$ cat src/rtl/jcp_pkg.sv
package jcp_pkg;
  typedef enum logic [1:0] {
    MODE_X4  = 2'b00,
    MODE_X2  = 2'b01,
    MODE_X1  = 2'b10,
    MODE_X1B = 2'b11
  } os_mode_e;
endpackage

$ cat src/rtl/ones_counter.sv
module ones_counter #(
  parameter int BITS  = 16,
  localparam int CNT_W = $clog2(BITS + 1)
) (
  input  logic [BITS-1:0]  therm,
  output logic [CNT_W-1:0] count,
  output logic             sat
);
  // Population count: a bubble inside the thermometer word costs one step,
  // never a gross error.
  function automatic logic [CNT_W-1:0] popcount(input logic [BITS-1:0] w);
    logic [CNT_W-1:0] acc;
    acc = '0;
    for (int i = 0; i < BITS; i++) acc = acc + CNT_W'(w[i]);
    return acc;
  endfunction

  assign count = popcount(therm);
  assign sat   = (count == CNT_W'(BITS));
endmodule

$ cat src/rtl/mode_combiner.sv
module mode_combiner
  import jcp_pkg::*;
#(
  parameter int UNITS = 4,
  parameter int BITS  = 16,
  localparam int CNT_W  = $clog2(BITS + 1),
  localparam int CODE_W = $clog2(UNITS * BITS + 1),
  localparam int NS_W   = $clog2(UNITS + 1)
) (
  input  os_mode_e                  mode,
  input  logic [UNITS*CNT_W-1:0]    counts,
  input  logic [UNITS-1:0]          sats,
  output logic [UNITS*CODE_W-1:0]   codes,     // sample 0 in the top slot
  output logic [NS_W-1:0]           n_samples
);
  // A chain of len units starting at unit start. The code is BITS times the
  // index of the first unsaturated link plus that link's count. If every
  // link is saturated, the code is BITS*len.
  function automatic int chain_code(input int start, input int len,
                                    input logic [UNITS*CNT_W-1:0] cnt,
                                    input logic [UNITS-1:0] sat);
    int  res;
    bit  found;
    res   = BITS * len;
    found = 1'b0;
    for (int k = 0; k < UNITS; k++) begin
      if (k < len && !found && (start + k) < UNITS) begin
        if (!sat[start + k]) begin
          res   = BITS * k + int'(cnt[(start + k) * CNT_W +: CNT_W]);
          found = 1'b1;
        end
      end
    end
    return res;
  endfunction

  int glen;

  always_comb begin
    case (mode)
      MODE_X4: begin glen = 1;         n_samples = NS_W'(UNITS);     end
      MODE_X2: begin glen = 2;         n_samples = NS_W'(UNITS / 2); end
      default: begin glen = UNITS;     n_samples = NS_W'(1);         end
    endcase
    codes = '0;
    for (int s = 0; s < UNITS; s++) begin
      if (s < int'(n_samples))
        codes[(UNITS - s) * CODE_W - 1 -: CODE_W] =
          CODE_W'(chain_code(s * glen, glen, counts, sats));
    end
  end
endmodule

$ cat src/rtl/frame_serializer.sv
module frame_serializer #(
  parameter int UNITS  = 4,
  parameter int CODE_W = 7,
  localparam int FRAME_W = UNITS * CODE_W,
  localparam int LEFT_W  = $clog2(FRAME_W + 1),
  localparam int POS_W   = $clog2(CODE_W),
  localparam int NS_W    = $clog2(UNITS + 1)
) (
  input  logic               clk,
  input  logic               rst_n,
  input  logic               load,
  input  logic [FRAME_W-1:0] codes,
  input  logic [NS_W-1:0]    n_samples,
  output logic               ser_data,
  output logic               ser_frame,
  output logic               busy,
  output logic [LEFT_W-1:0]  bits_left
);
  logic [FRAME_W-1:0] shreg;
  logic [POS_W-1:0]   pos;

  always_ff @(posedge clk) begin
    if (!rst_n) begin
      shreg     <= '0;
      bits_left <= '0;
      pos       <= '0;
    end else if (load) begin
      shreg     <= codes;
      bits_left <= LEFT_W'(int'(n_samples) * CODE_W);
      pos       <= '0;
    end else if (bits_left != '0) begin
      shreg     <= shreg << 1;
      bits_left <= bits_left - LEFT_W'(1);
      pos       <= (pos == POS_W'(CODE_W - 1)) ? '0 : pos + POS_W'(1);
    end
  end

  assign busy      = (bits_left != '0);
  assign ser_data  = busy & shreg[FRAME_W-1];
  assign ser_frame = busy & (pos == '0);
endmodule

$ cat src/rtl/jitter_code_packer.sv
module jitter_code_packer
  import jcp_pkg::*;
#(
  parameter int UNITS = 4,
  parameter int BITS  = 16,
  localparam int CNT_W   = $clog2(BITS + 1),
  localparam int CODE_W  = $clog2(UNITS * BITS + 1),
  localparam int NS_W    = $clog2(UNITS + 1),
  localparam int FRAME_W = UNITS * CODE_W,
  localparam int LEFT_W  = $clog2(FRAME_W + 1)
) (
  input  logic                  clk,
  input  logic                  rst_n,
  input  logic [1:0]            mode_sel,
  input  logic                  cmp_valid,
  input  logic [UNITS*BITS-1:0] cmp_bits,
  output logic                  ser_data,
  output logic                  ser_frame
);
  logic [UNITS*CNT_W-1:0] counts;
  logic [UNITS-1:0]       sats;
  logic [FRAME_W-1:0]     codes;
  logic [NS_W-1:0]        n_samples;
  logic                   busy;
  logic                   load;
  logic [LEFT_W-1:0]      bits_left;

  for (genvar u = 0; u < UNITS; u++) begin : g_unit
    ones_counter #(.BITS(BITS)) u_cnt (
      .therm (cmp_bits[u*BITS +: BITS]),
      .count (counts[u*CNT_W +: CNT_W]),
      .sat   (sats[u])
    );
  end

  mode_combiner #(.UNITS(UNITS), .BITS(BITS)) u_comb (
    .mode      (os_mode_e'(mode_sel)),
    .counts    (counts),
    .sats      (sats),
    .codes     (codes),
    .n_samples (n_samples)
  );

  // A capture is taken only at a frame boundary; that edge fixes mode and data.
  assign load = cmp_valid & ~busy;

  frame_serializer #(.UNITS(UNITS), .CODE_W(CODE_W)) u_ser (
    .clk       (clk),
    .rst_n     (rst_n),
    .load      (load),
    .codes     (codes),
    .n_samples (n_samples),
    .ser_data  (ser_data),
    .ser_frame (ser_frame),
    .busy      (busy),
    .bits_left (bits_left)
  );
endmodule

$ cat config.mk
export PLATFORM = sky130hd
export DESIGN_NAME = jitter_code_packer
export DESIGN_NICKNAME = d
export VERILOG_FILES = /design/src/rtl/jcp_pkg.sv /design/src/rtl/ones_counter.sv /design/src/rtl/mode_combiner.sv /design/src/rtl/frame_serializer.sv /design/src/rtl/jitter_code_packer.sv
export SDC_FILE = /design/constraint.sdc
export NUM_CORES = 1
export LEC_CHECK = 0
export ABC_AREA = 1
export CAP_MARGIN = 0
export CORE_UTILIZATION = 50
export DETAILED_ROUTE_END_ITERATION = 12
export PLACE_DENSITY = 0.74
export SLEW_MARGIN = 10
export SYNTH_ARGS = -nofsm -noshare
export SYNTH_HDL_FRONTEND = slang
export SYNTH_SLANG_ARGS = --single-unit
$ cat constraint.sdc
create_clock -name clk -period 8.65 [get_ports clk]
set_input_delay 2.595 -clock clk [delete_from_list [all_inputs] [get_ports clk]]
set_output_delay 2.595 -clock clk [all_outputs]
set_load 0.005 [all_outputs]
==> reports/metrics.csv, run 1 <==
metric,value,unit
run status,completed,
Rows,36,
area delta synth->final,17.41,%
total of max-cap violations,0,
Antenna Nets Post-Route,0,
clk sinks,36,
critical path class,in -> reg,
GR Layer Usage met3,2.823,%
fin util,61.06,%
Fin. Hold Viols,0,
most frequent cells in the layout,"184 x nand2_1, 158 x inv_1, 70 x clkdlybuf4s50_1, 61 x o21ai_0, 58 x nand3_1",
DIE AREA,10670,um2
H-Tree Level Count,2,
TritonCTS clock tree,done,
GRT Total Usage,29.79,%
Clock Latency Late Sink,0.29,ns
Final Critical Period,7.590,ns
Die H,103.3,um
Resized cells post-CTS,0,
post-route setup TNS,0,ns
DIE WIDTH,103.3,um
Initial Utilization,52.00,%
Initial DRC Count,314,
Slew Limit Headroom,47.76,%
Post-CTS Setup Bufs,0,
Worst Path Required,8.83,ns
share of the synthesized area in the top cell type,15.61,%
maximum vdd ir drop,131.5,uV
CP endpoint kind,flip-flop,
post-synth cell types,47,
Worst-path clk slew,0.07,ns
I/O Buffers,70,
"commonest non-fill, non-tap cell in the layout",nand2_1,
GPL Wtd Cong,0.9959,
clk root buf,clkbuf_8,
met1 Use GR,37.39,%
Area contributors post-synth,"fa_1 16%, dfxtp_1 14%, nand2_1 13%",
vias in the first global route,5123,
worst slew pin tran,0.7812,ns
Synth Net Count,928,
Syn Inst Count,791,
routed vias/inst,5.436,
Arrival @ worst endpoint,7.77,ns
hold crit path type,reg -> reg,
Core Region,9864,um2
post-synthesis register bit count,36,
share of cells above drive strength 1,8.471,%
Post-Route Skew,0.002378,ns
Leak,2.980,nW
drt wl/cell,15.20,um
Final Max Tran Viols,0,
initial antenna violation count,0,
TritonCTS Buffers,5,
GRT overflow,0,
CP max FO,6,
unrepaired setup endpoints after global routing,no,
Tcrit/Tclk final,87.74,%
P per Cell Area,267.9,nW/um2
Detailed Place HPWL,12140,um
total number of vias,5344,
met2 Usage GRT,52.82,%
total power,0.001614,W
Hold Buf Count CTS,0,
Residual DRC,0,
Max Freq,131.8,MHz
routed wire length,14940,um
busiest grt layer,met2,
n_diodes,0,
Yosys top cell by area,fa_1,
largest net degree at the start of global routing,46,
Fillers,939,
cell area after synthesis,5130,um2
CTS max path bufs,2,
synth warn,0,
final setup violation count,0,
Syn Area/Cell,6.485,um2
Worst Setup Start Kind,primary input,
first-pass GRT wire length,24460,um
io pins,71,
DR pass1 iterations,5,
sequential area share after synthesis,14.05,%
Layout Nets,986,
## worst max-delay path, stage by stage
cell	delay [ns]
clkdlybuf4s50_1	0.40
ha_1	0.28
inv_1	0.07
fa_1	0.43
fa_1	0.52
fa_1	0.54
fa_1	0.44
fa_1	0.41
fa_1	0.41
inv_1	0.08
nand3_1	0.08
nand2_2	0.16
nand3_2	0.11
nor2_4	0.15
nand2_4	0.08
nand2_2	0.11
nand3_2	0.09
inv_2	0.07
nand2_2	0.07
nand2_2	0.09
inv_2	0.07
nand2_1	0.13
o21ai_0	0.16
a21oi_1	0.16
nor2_1	0.05
## Yosys cell counts, drive strengths merged
master / number
nand3: 67
o2111ai: 1
buf: 13
a211oi: 4
a21oi: 41
nor4: 1
a22oi: 3
xnor2: 3
nand3b: 1
o22ai: 2
o311ai: 1
o21bai: 1
ha: 28
nand4: 8
o221ai: 1
a31o: 1
nor3: 6
inv: 172
a31oi: 14
nor2: 54
clkbuf: 11
clkinv: 3
o211ai: 7
o21ai: 69
fa: 40
conb: 1
xor2: 3
and2: 1
dfxtp: 36
nand2: 197
or2: 1
## path summary, 6_finish.rpt
path	from	to	slack (ns)	depth (start not counted)
worst min register to register	u_ser.shreg[3]$_SDFFE_PN0P_	u_ser.shreg[3]$_SDFFE_PN0P_	0.47	2
worst max register to register	u_ser.bits_left[0]$_SDFFE_PN0P_	u_ser.shreg[7]$_SDFFE_PN0P_	5.86	12
worst min-delay path	u_ser.shreg[3]$_SDFFE_PN0P_	u_ser.shreg[3]$_SDFFE_PN0P_	0.47	2
worst max-delay path	cmp_bits[16]	u_ser.shreg[25]$_SDFFE_PN0P_	1.06	25
## layer usage
layer	part of all wire, %	wire (um)
met5	0	0
met4	3.1	468
met3	5.4	805
met2	49	7300
met1	43	6363
## report_power, final
| group | total, W | internal [W] | leakage (nW) | switching (W) |
|---|---|---|---|---|
| clock network | 0.000147 | 0.0000856 | 0.0552 | 0.0000615 |
| logic | 0.00122 | 0.000426 | 2.63 | 0.000796 |
| registers | 0.000245 | 0.000216 | 0.294 | 0.0000287 |
| total | 0.00161 | 0.000727 | 2.98 | 0.000887 |
## logic make-up after synthesis
logic type                 synth area share (%)
and+or+nand+nor                           30.98
buffers and inverters                     15.20
DFF                                       14.05
xor gates and xnor gates                  1.464
adders and majority gates                 22.44
other                                   0.07310
AOI/OAI and AO/OA                         15.80
## per-stage QoR
step	setup slack, ns	hold slack (ns)	area [um2]	cells
2_1_floorplan	1.646	0.4444	5130	791
3_3_place_gp	0.8182	0.4564	5916	975
3_5_place_dp	0.7895	0.4582	5916	975
4_1_cts	1.098	0.4697	6023	983
5_1_grt	0.7842	0.4898	6023	983
6_report	1.060	0.4711	6023	983
## registers in the layout, indices dropped and copies added (netlist names)
| name | flops |
|---|---|
| u_ser.bits_left | 5 |
| u_ser.shreg | 28 |
| u_ser.pos | 3 |
## cell type report
class / count / area (um2) / area share, %
Clock inverter: 2 / 35.03 / 0.5816
Inverter: 175 / 660.6 / 10.97
Multi-Input combinational cell: 556 / 3630 / 60.26
Tap cell: 133 / 166.4 / 2.763
Sequential cell: 36 / 720.7 / 11.97
Timing Repair Buffer: 75 / 738.2 / 12.26
Clock buffer: 6 / 72.57 / 1.205
No activity file was read; power rests on OpenSTA's default activity.
==> run 2: changes to the inputs <==
--- a/config.mk
+++ b/config.mk
@@ -9,2 +9,3 @@
 export CAP_MARGIN = 0
+export CORE_MARGIN = 4
 export CORE_UTILIZATION = 50
==> constraint.sdc (replaced) <==
create_clock -name clk -period 8.65 [get_ports clk]
set_input_delay 1.73 -clock clk [delete_from_list [all_inputs] [get_ports clk]]
set_output_delay 1.73 -clock clk [all_outputs]
set_load 0.005 [all_outputs]
==> run 2 against run 1 <==
Compared with the run above: via count shrank 0.54%; maximum frequency grew 12%; critical path type unchanged; largest cell class unchanged; routed wire length grew 0.96%; setup slack gained 0.84 ns; sequential share of layout area grew 0.088 points; critical path depth grew 2.
==> reports/metrics.csv, run 2 (synthesized netlist as in run 1, its figures left out) <==
metric,value,unit,change
Critical Path Start,cmp_bits[1],,was cmp_bits[16]
"commonest non-fill, non-tap cell in the layout",nand2_1,,unchanged
P per Cell Area,262.3,nW/um2,was 267.9 nW/um2
GRT overflow,0,,unchanged
Post-Route Skew,0.01049,ns,was 0.002378 ns
vias in the first global route,5108,,was 5123
worst r2r dst,u_ser.shreg[7]$_SDFFE_PN0P_,,unchanged
worst r2r src,u_ser.bits_left[0]$_SDFFE_PN0P_,,unchanged
drt wl/cell,15.41,um,was 15.20 um
Hold Buf Count CTS,0,,unchanged
Arrival @ worst endpoint,6.94,ns,was 7.77 ns
initial antenna violation count,0,,unchanged
Worst-path clk slew,0.07,ns,about the same
internal power,0.0006966,W,was 0.0007272 W
DIE AREA,11940,um2,was 10670 um2
GPL Wtd Cong,1.050,,was 0.9959
Initial Utilization,52.00,%,unchanged
reg2reg path depth,12,,unchanged
Leak,2.950,nW,was 2.980 nW
Gate power share,76.4,%,was 75.7%
H-Tree Level Count,2,,unchanged
unrepaired setup endpoints after global routing,no,,unchanged
run status,completed,,unchanged
I/O Buffers,70,,unchanged
GRT Total Usage,26.26,%,was 29.79%
DIE WIDTH,109.3,um,was 103.3 um
clk sinks,36,,unchanged
total number of vias,5315,,was 5344
Final Max Tran Viols,0,,unchanged
routed vias/inst,5.429,,was 5.436
CP endpoint kind,flip-flop,,unchanged
Multi-input gate area,3630,um2,unchanged
critical path class,in -> reg,,unchanged
final setup violation count,0,,unchanged
Initial DRC Count,525,,was 314
DR pass1 iterations,5,,unchanged
area delta synth->final,16.56,%,was 17.41%
most frequent cells in the layout,"184 x nand2_1, 158 x inv_1, 70 x clkdlybuf4s50_1, 61 x o21ai_0, 58 x nand3_1",,unchanged
TritonCTS clock tree,done,,unchanged
n_diodes,0,,unchanged
Antenna Nets Post-Route,0,,unchanged
Top reg by flops,u_ser.shreg,,unchanged
FF/Latch Area,720.7,um2,unchanged
Final Critical Period,6.754,ns,was 7.590 ns
switch share,55.58,%,was 54.94%
Core Region,9864,um2,unchanged
sw power,0.0008717,W,was 0.0008866 W
sequential power share,15.5,%,was 15.2%
largest net degree at the start of global routing,46,,unchanged
hold crit path type,reg -> reg,,unchanged
Rows,36,,unchanged
Resized cells post-CTS,0,,unchanged
Max Freq,148.1,MHz,was 131.8 MHz
Clock Latency Late Sink,0.30,ns,was 0.29 ns
fin util,60.62,%,was 61.06%
worst slew pin tran,0.8186,ns,was 0.7812 ns
Fin. Hold Viols,0,,unchanged
io pins,71,,unchanged
routed wire length,15080,um,was 14940 um
maximum vdd ir drop,147.3,uV,was 131.5 uV
Post-CTS Setup Bufs,0,,unchanged
Tcrit/Tclk final,78.09,%,was 87.74%
Hold Path Sink,u_ser.shreg[3]$_SDFFE_PN0P_,,unchanged
Fillers,958,,was 939
Final Cell Area,5979,um2,was 6023 um2
TritonCTS Buffers,5,,unchanged
hold depth,2,,unchanged
total of max-cap violations,0,,unchanged
Largest register FFs,28,,unchanged
Worst Setup Start Kind,primary input,,unchanged
clk root buf,clkbuf_8,,unchanged
hold_sp,u_ser.shreg[3]$_SDFFE_PN0P_,,unchanged
Layout Nets,982,,was 986
Top Registers,"u_ser.shreg x28, u_ser.bits_left x5, u_ser.pos x3",,unchanged
Detailed Place HPWL,12390,um,was 12140 um
CTS max path bufs,2,,unchanged
share of cells above drive strength 1,8.038,%,was 8.471%
register-to-register setup slack,5.88,ns,was 5.86 ns
first-pass GRT wire length,24780,um,was 24460 um
area of placed instances,5886,um2,was 5916 um2
post-route setup TNS,0,ns,unchanged
clock share of power,8.1,%,was 9.1%
Worst Path Required,8.83,ns,about the same
CP max FO,7,,was 6
Die H,109.3,um,was 103.3 um
Residual DRC,0,,unchanged
Slew Limit Headroom,45.43,%,was 47.76%
## run 2: metal layers
layer	wire length [um]	track usage, %
met1	6357	34.04
met2	7222	45.31
met3	1007	3.230
met4	495	8.905
met5	0	0
## run 2: power by group through the flow
| stage | sequential (W) | combinational, W | clock, W |
|---|---|---|---|
| 2_1_floorplan | 0.000239 | 0.000864 | 0 |
| 3_3_place_gp | 0.000245 | 0.00116 | 0 |
| 3_5_place_dp | 0.000246 | 0.00118 | 0 |
| 4_1_cts | 0.000243 | 0.00119 | 0.000131 |
| 5_1_grt | 0.000248 | 0.00135 | 0.000136 |
| 6_report | 0.000244 | 0.00120 | 0.000127 |
## run 2: how the worst max path moves through the flow
stage	to	slack [ns]
6_report	u_ser.shreg[15]$_SDFFE_PN0P_	1.90
5_1_grt	u_ser.shreg[15]$_SDFFE_PN0P_	1.59
4_1_cts	u_ser.shreg[15]$_SDFFE_PN0P_	1.87
3_5_place_dp	u_ser.shreg[15]$_SDFFE_PN0P_	1.55
3_3_place_gp	u_ser.shreg[26]$_SDFFE_PN0P_	1.66
2_1_floorplan	u_ser.shreg[15]$_SDFFE_PN0P_	2.51
## run 2: area by class of cell
cell class              count  area share [%]
clock inverters             1          0.1255
well taps                 133           2.783
inverters                 175           11.05
multi-input cells         556           60.70
repair buffers             71           11.84
flip-flops and latches     36           12.05
clock buffers               7           1.444
## run 2: per-stage QoR
step                      power [W]  setup WS [ns]  hold WS [ns]  instances
after floorplan            0.001103          2.511        0.4444        791
after global placement     0.001406          1.659        0.4539        971
after detailed placement   0.001427          1.546        0.4577        971
after CTS                  0.001561          1.872        0.4697        979
after global routing       0.001735          1.587        0.4884        979
final                      0.001568          1.896        0.4653        979
## run 2: critical path, stage by stage
cell and delay, ns:
clkdlybuf4s50_1 0.42, ha_1 0.27, inv_1 0.05, fa_1 0.49
inv_1 0.06, fa_1 0.48, fa_1 0.53, inv_1 0.05
fa_1 0.46, fa_1 0.41, fa_1 0.44, inv_1 0.08
nand2_1 0.05, nand2_1 0.06, nand2_1 0.15, nor2_4 0.18
nand3_2 0.12, nand3_1 0.11, nand2_1 0.13, nand2_2 0.15
nand2_4 0.09, inv_2 0.09, nand2_1 0.05, nand2_1 0.05
inv_1 0.04, a21oi_1 0.14, nor2_1 0.06
